[config.mk]
export PLATFORM = sky130hd
export DESIGN_NAME = dcu_pair_bank
export DESIGN_NICKNAME = d
export VERILOG_FILES = /design/src/rtl/dcu_pkg.sv /design/src/rtl/dcu_wr_decode.sv /design/src/rtl/dcu_word_slice.sv /design/src/rtl/dcu_rd_mux.sv /design/src/rtl/dcu_pair_bank.sv
export SDC_FILE = /design/constraint.sdc
export NUM_CORES = 1
export LEC_CHECK = 0
export BUFFER_PORTS_ARGS = -buffer_cell sky130_fd_sc_hd__buf_2
export CAP_MARGIN = 20
export CORE_MARGIN = 4
export CORE_UTILIZATION = 37
export DETAILED_ROUTE_END_ITERATION = 6
export SETUP_SLACK_MARGIN = 0.02
export SLEW_MARGIN = 5
export SYNTH_ARGS = -nofsm -noshare
export SYNTH_HDL_FRONTEND = slang
export SYNTH_HIERARCHICAL = 1
export SYNTH_SLANG_ARGS = --single-unit
[constraint.sdc]
create_clock -name clk -period 4.6 [get_ports clk]
set_input_delay 0.92 -clock clk [delete_from_list [all_inputs] [get_ports clk]]
set_output_delay 0.92 -clock clk [all_outputs]
set_load 0.05 [all_outputs]
[src/rtl/dcu_pkg.sv]
package dcu_pkg;

    localparam int WORD_W = 32;

    typedef logic [WORD_W-1:0] word_t;

    typedef enum logic [1:0] {
        BANK_EN    = 2'd0,
        BANK_LOCK  = 2'd1,
        BANK_PMASK = 2'd2,
        BANK_DMASK = 2'd3
    } bank_e;

    typedef struct packed {
        logic  en_we;
        logic  lock_we;
        word_t data;
    } wr_cmd_t;

    // Bit positions that carry the "enabled" half of a control.
    function automatic word_t en_positions(input bit paired);
        word_t m;
        for (int b = 0; b < WORD_W; b++) begin
            m[b] = paired ? (b % 2 == 0) : 1'b1;
        end
        return m;
    endfunction

    // Bit positions that carry the "disabled" half of a control.
    function automatic word_t dis_positions(input bit paired);
        word_t m;
        for (int b = 0; b < WORD_W; b++) begin
            m[b] = paired ? (b % 2 == 1) : 1'b0;
        end
        return m;
    endfunction

    // Forced-disable step applied on provisioning entry.
    function automatic word_t prov_force(input word_t en, input word_t pm,
                                         input bit paired);
        word_t kept;
        word_t ep;
        ep   = en_positions(paired);
        kept = en & pm & ep;
        return kept | (((~kept & ep) << 1) & pm & dis_positions(paired));
    endfunction

    function automatic word_t merge_locked(input word_t old_v, input word_t new_v,
                                           input word_t lock);
        return (old_v & lock) | (new_v & ~lock);
    endfunction

endpackage

[src/rtl/dcu_wr_decode.sv]
module dcu_wr_decode
    import dcu_pkg::*;
#(
    parameter int NUM_WORDS = 4,
    parameter int IDX_W     = 2,
    parameter int ADDR_W    = IDX_W + 2
) (
    input  logic              wr_en,
    input  logic [ADDR_W-1:0] wr_addr,
    input  word_t             wr_data,
    input  logic              prov_enter,
    input  word_t             dmask [NUM_WORDS],
    output wr_cmd_t           cmd   [NUM_WORDS],
    output logic              reject
);
    bank_e            bank;
    logic [IDX_W-1:0] idx;
    word_t            dmask_sel;
    logic             en_hit;
    logic             lock_hit;
    logic             bad_bits;

    assign bank     = bank_e'(wr_addr[ADDR_W-1 -: 2]);
    assign idx      = wr_addr[IDX_W-1:0];
    assign en_hit   = wr_en && !prov_enter && (bank == BANK_EN);
    assign lock_hit = wr_en && !prov_enter && (bank == BANK_LOCK);

    always_comb begin
        dmask_sel = '0;
        for (int w = 0; w < NUM_WORDS; w++) begin
            if (idx == IDX_W'(w)) dmask_sel = dmask[w];
        end
    end

    assign bad_bits = |(wr_data & ~dmask_sel);
    assign reject   = en_hit && bad_bits;

    for (genvar w = 0; w < NUM_WORDS; w++) begin : g_cmd
        assign cmd[w].en_we   = en_hit && !bad_bits && (idx == IDX_W'(w));
        assign cmd[w].lock_we = lock_hit && (idx == IDX_W'(w));
        assign cmd[w].data    = wr_data;
    end
endmodule

[src/rtl/dcu_word_slice.sv]
module dcu_word_slice
    import dcu_pkg::*;
#(
    parameter bit PAIRED = 1'b1
) (
    input  logic    clk,
    input  logic    rst,
    input  wr_cmd_t cmd,
    input  logic    prov_enter,
    input  word_t   pmask,
    output word_t   en_q,
    output word_t   lock_q
);
    always_ff @(posedge clk) begin
        if (rst) begin
            en_q   <= '0;
            lock_q <= '0;
        end else begin
            if (prov_enter) begin
                en_q <= prov_force(en_q, pmask, PAIRED);
            end else if (cmd.en_we) begin
                en_q <= merge_locked(en_q, cmd.data, lock_q);
            end
            if (cmd.lock_we) begin
                lock_q <= lock_q | cmd.data;
            end
        end
    end
endmodule

[src/rtl/dcu_rd_mux.sv]
module dcu_rd_mux
    import dcu_pkg::*;
#(
    parameter int NUM_WORDS = 4,
    parameter int IDX_W     = 2,
    parameter int ADDR_W    = IDX_W + 2
) (
    input  logic [ADDR_W-1:0] rd_addr,
    input  word_t             en_w   [NUM_WORDS],
    input  word_t             lock_w [NUM_WORDS],
    input  word_t             pm_w   [NUM_WORDS],
    input  word_t             dm_w   [NUM_WORDS],
    output word_t             rd_data
);
    bank_e            bank;
    logic [IDX_W-1:0] idx;

    assign bank = bank_e'(rd_addr[ADDR_W-1 -: 2]);
    assign idx  = rd_addr[IDX_W-1:0];

    always_comb begin
        rd_data = '0;
        for (int w = 0; w < NUM_WORDS; w++) begin
            if (idx == IDX_W'(w)) begin
                case (bank)
                    BANK_EN:    rd_data = en_w[w];
                    BANK_LOCK:  rd_data = lock_w[w];
                    BANK_PMASK: rd_data = pm_w[w];
                    default:    rd_data = dm_w[w];
                endcase
            end
        end
    end
endmodule

[src/rtl/dcu_pair_bank.sv]
module dcu_pair_bank
    import dcu_pkg::*;
#(
    parameter int  NUM_WORDS = 4,
    parameter bit  PAIRED    = 1'b1,
    localparam int IDX_W     = (NUM_WORDS > 1) ? $clog2(NUM_WORDS) : 1,
    localparam int ADDR_W    = IDX_W + 2,
    localparam int FLAT_W    = NUM_WORDS * WORD_W
) (
    input  logic              clk,
    input  logic              rst,
    input  logic              wr_en,
    input  logic [ADDR_W-1:0] wr_addr,
    input  logic [WORD_W-1:0] wr_data,
    input  logic [ADDR_W-1:0] rd_addr,
    output logic [WORD_W-1:0] rd_data,
    input  logic              prov_enter,
    input  logic [FLAT_W-1:0] prov_mask_in,
    input  logic [FLAT_W-1:0] dis_mask_in,
    output logic [FLAT_W-1:0] ctrl_en_o,
    output logic              err_o
);
    word_t   pm_q   [NUM_WORDS];
    word_t   dm_q   [NUM_WORDS];
    word_t   en_w   [NUM_WORDS];
    word_t   lock_w [NUM_WORDS];
    wr_cmd_t cmd    [NUM_WORDS];
    logic    reject;

    logic [FLAT_W-1:0] lock_flat;
    logic [FLAT_W-1:0] pm_flat;
    logic [FLAT_W-1:0] dm_flat;

    // Masks are captured only while reset is asserted.
    for (genvar w = 0; w < NUM_WORDS; w++) begin : g_mask
        always_ff @(posedge clk) begin
            if (rst) begin
                pm_q[w] <= prov_mask_in[w*WORD_W +: WORD_W];
                dm_q[w] <= dis_mask_in[w*WORD_W +: WORD_W];
            end
        end
        assign pm_flat[w*WORD_W +: WORD_W]   = pm_q[w];
        assign dm_flat[w*WORD_W +: WORD_W]   = dm_q[w];
        assign lock_flat[w*WORD_W +: WORD_W] = lock_w[w];
        assign ctrl_en_o[w*WORD_W +: WORD_W] = en_w[w];
    end

    dcu_wr_decode #(
        .NUM_WORDS (NUM_WORDS),
        .IDX_W     (IDX_W),
        .ADDR_W    (ADDR_W)
    ) u_dec (
        .wr_en      (wr_en),
        .wr_addr    (wr_addr),
        .wr_data    (wr_data),
        .prov_enter (prov_enter),
        .dmask      (dm_q),
        .cmd        (cmd),
        .reject     (reject)
    );

    for (genvar w = 0; w < NUM_WORDS; w++) begin : g_word
        dcu_word_slice #(
            .PAIRED (PAIRED)
        ) u_slice (
            .clk        (clk),
            .rst        (rst),
            .cmd        (cmd[w]),
            .prov_enter (prov_enter),
            .pmask      (pm_q[w]),
            .en_q       (en_w[w]),
            .lock_q     (lock_w[w])
        );
    end

    dcu_rd_mux #(
        .NUM_WORDS (NUM_WORDS),
        .IDX_W     (IDX_W),
        .ADDR_W    (ADDR_W)
    ) u_rd (
        .rd_addr (rd_addr),
        .en_w    (en_w),
        .lock_w  (lock_w),
        .pm_w    (pm_q),
        .dm_w    (dm_q),
        .rd_data (rd_data)
    );

    always_ff @(posedge clk) begin
        if (rst)         err_o <= 1'b0;
        else if (reject) err_o <= 1'b1;
    end
endmodule

# Word level (Yosys, flattened, before mapping)
# Index checks and enable logic that the tools add are counted.
[classes] n_eq_ne=9 n_mux=20 bitwise_logic=38 reduce_logical=24
[ops] operator="two-way mux 32 bit" count=16
[ops] operator="bitwise AND 32 bit" count=13
[ops] operator="case mux 32 bit (3 select lines)" count=4
[ops] operator="OR 32 bit" count=8
[ops] operator="inverter 32 bit" count=5
[ops] operator="OR 31 x 32 -> 32 bit" count=4
[ops] operator="bitwise AND 31 bit" count=4
[ops] operator="inverter 31 bit" count=4
[ops] operator="OR reduction 32 bit" count=1
[ops] operator="logical AND 1 bit" count=13
[ops] operator="== test 2 bit (second input constant)" count=5
[ops] operator="== test 2 x 1 -> 1 bit (second input constant)" count=4
[ops] operator="zero test 2 bit" count=4
[ops] operator="nonzero test 2 bit" count=4
[ops] operator="zero test 1 bit" count=2
[word_totals] regBits=513 in_bits=300 out_inout_bits=161 wordCells=108

# Longest topological paths before layout
# Gate-level depths: netlist of the first run.
[depth] depth_word=13 ltp_mapped=15

# Modules after synthesis
# The synthesis of the first run kept the hierarchy.
[by_module_without_submodules] module="dcu_word_slice" n_inst=4 cells_per_inst=315 area_per_inst_um2=2745.1 seq_area_each_um2=1281.2
[by_module_without_submodules] module="dcu_pair_bank" n_inst=1 cells_per_inst=258 area_per_inst_um2=7717.4 seq_area_each_um2=7707.4
[by_module_without_submodules] module="dcu_rd_mux" n_inst=1 cells_per_inst=298 area_per_inst_um2=3846.2 seq_area_each_um2=0.0
[by_module_without_submodules] module="dcu_wr_decode" n_inst=1 cells_per_inst=286 area_per_inst_um2=2323.5 seq_area_each_um2=0.0

# Worst setup path before layout of the first run
# No wires, ideal clock.
[synth_path] kind="input-to-output" from="input rd_addr[2]" to="output rd_data[0]" t_arrival_ns=2.681 required_time_ns=3.680 path_slack_ns=0.999 path_stages=6 path_buffers=3 path_cell_list="buf_2 buf_6 buf_4 nor2_1 mux4_2 o22ai_1"
[synth_between] elab_chain_cells=6
[synth_rtl] item="start: declaration" line_no="dcu_pair_bank.sv:15" text="input logic [ADDR_W-1:0] rd_addr,"
[synth_rtl] item="== test 2 bit, or another cell as far along" line_no="dcu_rd_mux.sv:25" text="case (bank)"
[synth_rtl] item="case mux 32 bit (3 select lines)" line_no="dcu_rd_mux.sv:25"
[synth_rtl] item="two-way mux 32 bit (3 in series)" line_no="dcu_rd_mux.sv:24" text="if (idx == IDX_W'(w)) begin"
[synth_rtl] item="two-way mux 32 bit *" line_no="dcu_rd_mux.sv:24"
[synth_rtl] item="end: declaration" line_no="dcu_pair_bank.sv:16" text="output logic [WORD_W-1:0] rd_data,"
# Mark *: on every way between the ends. The rest lies on a longest branch, timed or not.

# Worst setup path after layout of the first run
[layout_path] from="input rd_addr[2]" to="output rd_data[31]"
# Same word-level chain as after synthesis.

==> results of run 1 <==
cells in the final DEF, fill, tap and decap left out, drive strengths merged, types with 2 or more instances in the layout:
master / instances
nor4: 6
a22oi: 60
o211ai: 3
o221ai: 65
nor2: 205
inv: 19
nand2: 98
a31o: 4
and4bb: 8
or2b: 8
nor3: 3
o22ai: 11
buf: 565
mux2i: 37
diode: 5
nor2b: 10
nor4bb: 56
edfxtp: 256
bufinv: 6
clkbuf: 74
a211o: 5
a31oi: 64
o21a: 3
o2111ai: 5
mux4: 130
nand3: 130
nand2b: 72
a21oi: 264
clkinv: 25
o21ai: 9
nand4: 2
dfxtp: 257
mux2: 20
stage by stage:
| stage | hold WS [ns] | area, um^2 | worst slack [ns] |
|---|---|---|---|
| final | 0.464 | 29300 | 0.484 |
| after global routing | 0.448 | 29300 | 0.456 |
| after CTS | 0.437 | 29300 | 0.575 |
| after detailed placement | 0.463 | 27400 | 0.180 |
| after global placement | 0.459 | 27400 | 0.231 |
| after floorplan | 0.459 | 24900 | 0.999 |
layout make-up:
type / instances / area (um^2) / area share (%)
clock inverter: 34 / 318 / 1.08
clock buffer: 73 / 1540 / 5.25
inverter: 17 / 63.8 / 0.218
timing repair buffer: 566 / 3310 / 11.3
multi-input combinational: 1290 / 10100 / 34.6
tap: 864 / 1080 / 3.69
antenna: 5 / 12.5 / 0.0427
sequential: 513 / 12800 / 43.8
power breakdown:
group / internal, mW / switching (mW) / leakage (nW)
Sequential: 5.06 / 0.296 / 4.59
Clock: 2.69 / 1.92 / 0.915
Combinational: 0.502 / 0.990 / 5.48
Total: 8.25 / 3.20 / 11.0
worst register-to-register path, stage by stage, from the launching register on:
cell      delay [ns]
edfxtp_1        0.53
mux2_2          0.35
a21oi_1         0.24
nor4_1          0.13
nand3_1         0.10
a21boi_0        0.74
nor3_2          0.19
buf_12          0.21
nand2b_1        0.08
buf_4           0.32
o221ai_1        0.19
a21oi_1         0.17
Yosys cell counts (5+ instances only):
master / count
buf_4: 154
edfxtp_1: 256
o21ai_0: 9
nor4_1: 5
o221ai_1: 25
buf_2: 43
a211o_1: 5
a21oi_1: 264
nand2b_1: 72
o221ai_2: 40
buf_6: 16
buf_1: 14
mux2_2: 20
o2111ai_1: 5
nor4bb_1: 52
or2b_1: 8
a22oi_1: 60
inv_1: 17
mux4_2: 123
and4bb_1: 8
a31oi_1: 64
o22ai_1: 11
nor2_1: 205
clkbuf_1: 46
nor2b_1: 10
mux2i_1: 37
dfxtp_1: 257
mux4_1: 7
nand2_1: 98
nand3_1: 130
metal layers:
metal  vias to the layer above  wire (um)
li1                       8625          -
met1                     10300      42200
met2                      1522      49500
met3                       270      13000
met4                        20       6210
met5                         -        122
cells by family after synthesis:
kind of cell | share of synthesized area (%)
buffers and inverters | 7.80
AND/OR/NAND/NOR | 12.9
flip-flops | 51.6
AO/OA/AOI/OAI | 13.4
multiplexers | 14.3
how the worst min path moves through the flow:
stage,start,endpoint,slack (ns)
finish,prov_mask_in[116],pm_flat[116],0.46
global route,dis_mask_in[58],dm_flat[58],0.45
CTS,dis_mask_in[58],dm_flat[58],0.44
detailed placement,err_o,err_o,0.46
global placement,err_o,err_o,0.46
floorplan,g_word[0].u_slice/lock_q[27],g_word[0].u_slice/lock_q[27],0.46
==> impl_metrics.toml, run 1 <==
[min_path]
worstHoldPathType = "in2reg"
hold_depth = 1

[grt]
use_met2_pct = 45.9
grt_max_degree = 121
grt.met3_usage_pct = 8.17
grtUsageMet1_pct = 39.6
groute.usage.overall_pct = 30.0
grt_pass1_vias = 20000
grt.overflow.total = 0
antenna_found_initial = 17
grt.busiest_layer = "met2"
grt_pass1_wl_um = 151000

[clocking]
cts_max_level = 2
clock_latency_ns = 0.63
cts.sinks = 513
clk_pin_slew_ns = 0.06
cts_tree = "built"
cts_buffers = 57
cts_hold_buf = 0
cts_setup_buffers = 0
cts_max_path_buffers = 3
cts_root_buf = "clkbuf_16"
cts_resized = 0

[finish]
synthToLayoutAreaGrowth_pct = 17.8
n_fill_cell = 6211
final_cells = 3362
fin_util_pct = 44.3
nets = 2745
drive_above_1_share_pct = 34.1

[floorplanning]
pin_count = 461
rows = 94
start_util_pct = 37.6
die_h_um = 267
die_w_um = 267
core_area_mm2 = 0.0662
die_area_mm2 = 0.0714

[critical_path]
r2r_slack_ns = 1.26
endpoint_kind = "output port"
worstPathRequired_ns = 3.68
critPathLaunch = "rd_addr[2]"
cp_max_fo = 43
crit_family = "buffers and inverters"
slowest_delay_ns = 0.58
path_cells = "clkbuf_8, buf_12, mux4_2, a22oi_1, nand2_1, buf_2"
crit_arrival_ns = 3.20
cp-endpoint = "rd_data[31]"
cp.depth = 6
startpoint_type = "primary input"
r2r_start = "dm_flat[69]"
worst-r2r-cell-count = 11
path_buf_inv = 3
cp_slowest_cell = "mux4_2"
path_class = "in2out"

[route]
drt_iter0_markers = 3020
ant_nets = 0
vias_per_cell = 6.17
wl_per_cell_um = 33.0
dr_total_vias = 20700
first_pass_iters = 5
wl_um = 111000
drc = 0

[synthesis]
synth_seq_cells = 513
yosysTopAreaCellShare_pct = 30.9
netlist_area_mm2 = 0.0249
synth_edf_count = 256
synth_cell_types = 53
synth_top_flop_cell = "dfxtp_1"
synth_top_cell_by_area = "edfxtp_1"
yosysWarningCount = 6
synth.avg_cell_area_um2 = 11.8
synthesis.nets = 2402
synth.area.top_cells = "edfxtp_1, dfxtp_1, mux4_2"
synth-async-reset-ratio_pct = 0
postSynthCellCount = 2102
ys_seq_area_share_pct = 51.6

[placement]
hpwl_um = 83800
port_buffers = 460
place_inst = 3250
gp_congestion = 0.997

[timing]
maxSlewViolCount = 0
fmaxAchievable_mhz = 243
hold_violations = 0
final-setup-viol-count = 0
rsz0062_at_grt = "no"
period_minus_slack_ns = 4.12
setup-tns-final_ns = 0
fin_crit_sh_pct = 89.5
slew_headroom_pct = 32.3
tightest_slew_ns = 1.01
skew_ns = 0.0275

[power]
p_leak_nw = 11.0
cellPowerDensity_mw_per_mm2 = 391
p_total_mw = 11.5
ir_worst_vdd_mv = 0.262

[outcome]
status = "complete, no violations"

[job]
max_cap_violations = 0
Note: power is estimated with default switching activity, not from simulation.
==> inputs of run 2 (changes only) <==
Settings changed: BUFFER_PORTS_ARGS -buffer_cell sky130_fd_sc_hd__buf_2 to default, DONT_BUFFER_PORTS from default to 1.
==> run 2 against run 1 <==
The run now ends with slew limit left. Via count fell by 12%. Maximum frequency grew 5.0%. Clock skew up 0.0028 ns. Core utilization fell by 4.5 points. Critical endpoint is now rd_data[23]. Largest power group unchanged.
==> impl_metrics.toml, run 2 (synthesis results as in run 1) <==
[finish]
n_fill_cell = 6250
multi_input_area_mm2 = 0.0101
drive_above_1_share_pct = 16.5
synthToLayoutAreaGrowth_pct = 5.88
nets = 2207
regArea_mm2 = 0.0128
final_common_cell = "a21oi_1"
final_cell_mix = "a21oi_1, dfxtp_1, edfxtp_1, nor2_1, nand3_1"

[critical_path]
slowest_delay_ns = 0.69
worst-r2r-cell-count = 11
startpoint_type = "primary input"
path_cells = "mux4_2, a22oi_1, nand2_1"
crit_arrival_ns = 3.00
worstPathRequired_ns = 3.68
path_class = "in2out"
cp_max_fo = 144
r2r_slack_ns = 1.17
r2r_start = "dm_flat[85]"
endpoint_kind = "output port"
cp_slowest_cell = "mux4_2"

[timing]
setup_ws_ns = 0.679
fmaxAchievable_mhz = 255
hold_violations = 0
slew_headroom_pct = -9.98
tightest_slew_ns = 1.65
final-setup-viol-count = 0
setup-tns-final_ns = 0
maxSlewViolCount = 100
rsz0062_at_grt = "no"
period_minus_slack_ns = 3.92
skew_ns = 0.0303
fin_crit_sh_pct = 85.2

[clocking]
cts_buffers = 57
cts_hold_buf = 0
cts_max_path_buffers = 3
cts_tree = "built"
clock_latency_ns = 0.63
cts.sinks = 513
cts_setup_buffers = 0
cts_max_level = 2
clk_pin_slew_ns = 0.07
cts_root_buf = "clkbuf_16"
cts_resized = 0

[power]
ir_worst_vdd_mv = 0.359
p_clk_share_pct = 43.0
p_int_mw = 8.13
seqPwrFrac_pct = 50.0
power.switching_mw = 2.84
pwr-share-comb_pct = 7.0
switching_share_pct = 25.9
cellPowerDensity_mw_per_mm2 = 417
p_leak_nw = 8.57

[floorplanning]
start_util_pct = 37.6
die_area_mm2 = 0.0714
pin_count = 461
die_w_um = 267
core_area_mm2 = 0.0662
rows = 94
die_h_um = 267

[route]
wl_per_cell_um = 38.2
vias_per_cell = 6.48
ant_nets = 0
drc = 0
drt_iter0_markers = 2289
dr_total_vias = 18400
first_pass_iters = 6
wl_um = 108000

[grt]
grt_pass1_wl_um = 144000
grt_max_degree = 514
grt_pass1_vias = 17500
antenna_found_initial = 21
groute.usage.overall_pct = 29.0
grt.overflow.total = 0

[placement]
dp_slack_ns = 0.760
port_buffers = 0
hpwl_um = 76200
gp_congestion = 0.961

[min_path]
holdCritStartpoint = "dis_mask_in[43]"
min_to = "dm_flat[43]"
worstHoldPathType = "in2reg"
hold_depth = 0

[outcome]
violations = "slew limit"
status = "finished, violations left"

[job]
max_cap_violations = 0
run 2: changes by cell type in the layout (fill, tap and decap cells not counted), moves of 3 or more:
cell	previous run	this run
clkinv_1	12	6
buf_2	456	0
clkinv_2	13	17
clkbuf_1	13	10
clkbuf_8	2	5
diode_2	5	14
buf_12	15	4
buf_4	92	24
run 2: how the worst max path moves through the flow:
stage,to,cells past startpoint,slack (ns),start
3_3_place_gp,flip-flop,10,0.78,wr_data[28]
6_report,rd_data[23],3,0.68,rd_addr[2]
2_1_floorplan,rd_data[0],6,1.0,rd_addr[2]
4_1_cts,rd_data[19],3,0.79,dm_flat[83]
5_1_grt,rd_data[18],3,0.70,flip-flop
3_5_place_dp,flip-flop,10,0.76,wr_data[28]
run 2: cell type report:
class / count / area share [%]
antenna: 14 / 0.133
clock buffer: 74 / 6.01
clock inverter: 33 / 1.24
inverter: 17 / 0.242
multi-input combinational: 1290 / 38.5
sequential: 513 / 48.7
tap: 864 / 4.11
timing repair buffer: 28 / 0.988
run 2: power groups by stage:
| stage | clock network [mW] | logic, mW | registers [mW] |
|---|---|---|---|
| finish | 4.72 | 0.770 | 5.49 |
| global route | 4.97 | 0.794 | 5.49 |
| CTS | 4.80 | 0.766 | 5.47 |
| detailed placement | 0 | 0.764 | 5.56 |
| global placement | 0 | 0.764 | 5.56 |
| floorplan | 0 | 0.761 | 5.36 |
run 2: critical path, delay by kind of cell:
| family | cells | cell delay [ns] |
|---|---|---|
| and+or+nand+nor | 1 | 0.54 |
| muxes | 1 | 0.69 |
| AOI/OAI and AO/OA | 1 | 0.60 |
run 2: per-stage QoR:
stage / std cells / hold slack [ns] / utilization [%] / power [mW] / area, um^2
2_1_floorplan: 2102 / 0.459 / - / 6.13 / 24900
3_3_place_gp: 2712 / 0.472 / 36.8 / 6.33 / 24400
3_5_place_dp: 2712 / 0.497 / 36.8 / 6.33 / 24400
4_1_cts: 2819 / 0.344 / 39.7 / 11.0 / 26300
5_1_grt: 2821 / 0.360 / 39.7 / 11.3 / 26300
6_report: 2833 / 0.377 / 39.8 / 11.0 / 26300
run 2: layer usage:
layer	track usage, %	up-vias	part of all wire, %
li1	-	7549	-
met1	37.0	9374	37
met2	45.2	1203	45
met3	10.3	212	13
met4	12.0	16	4.7
met5	0	-	0.083
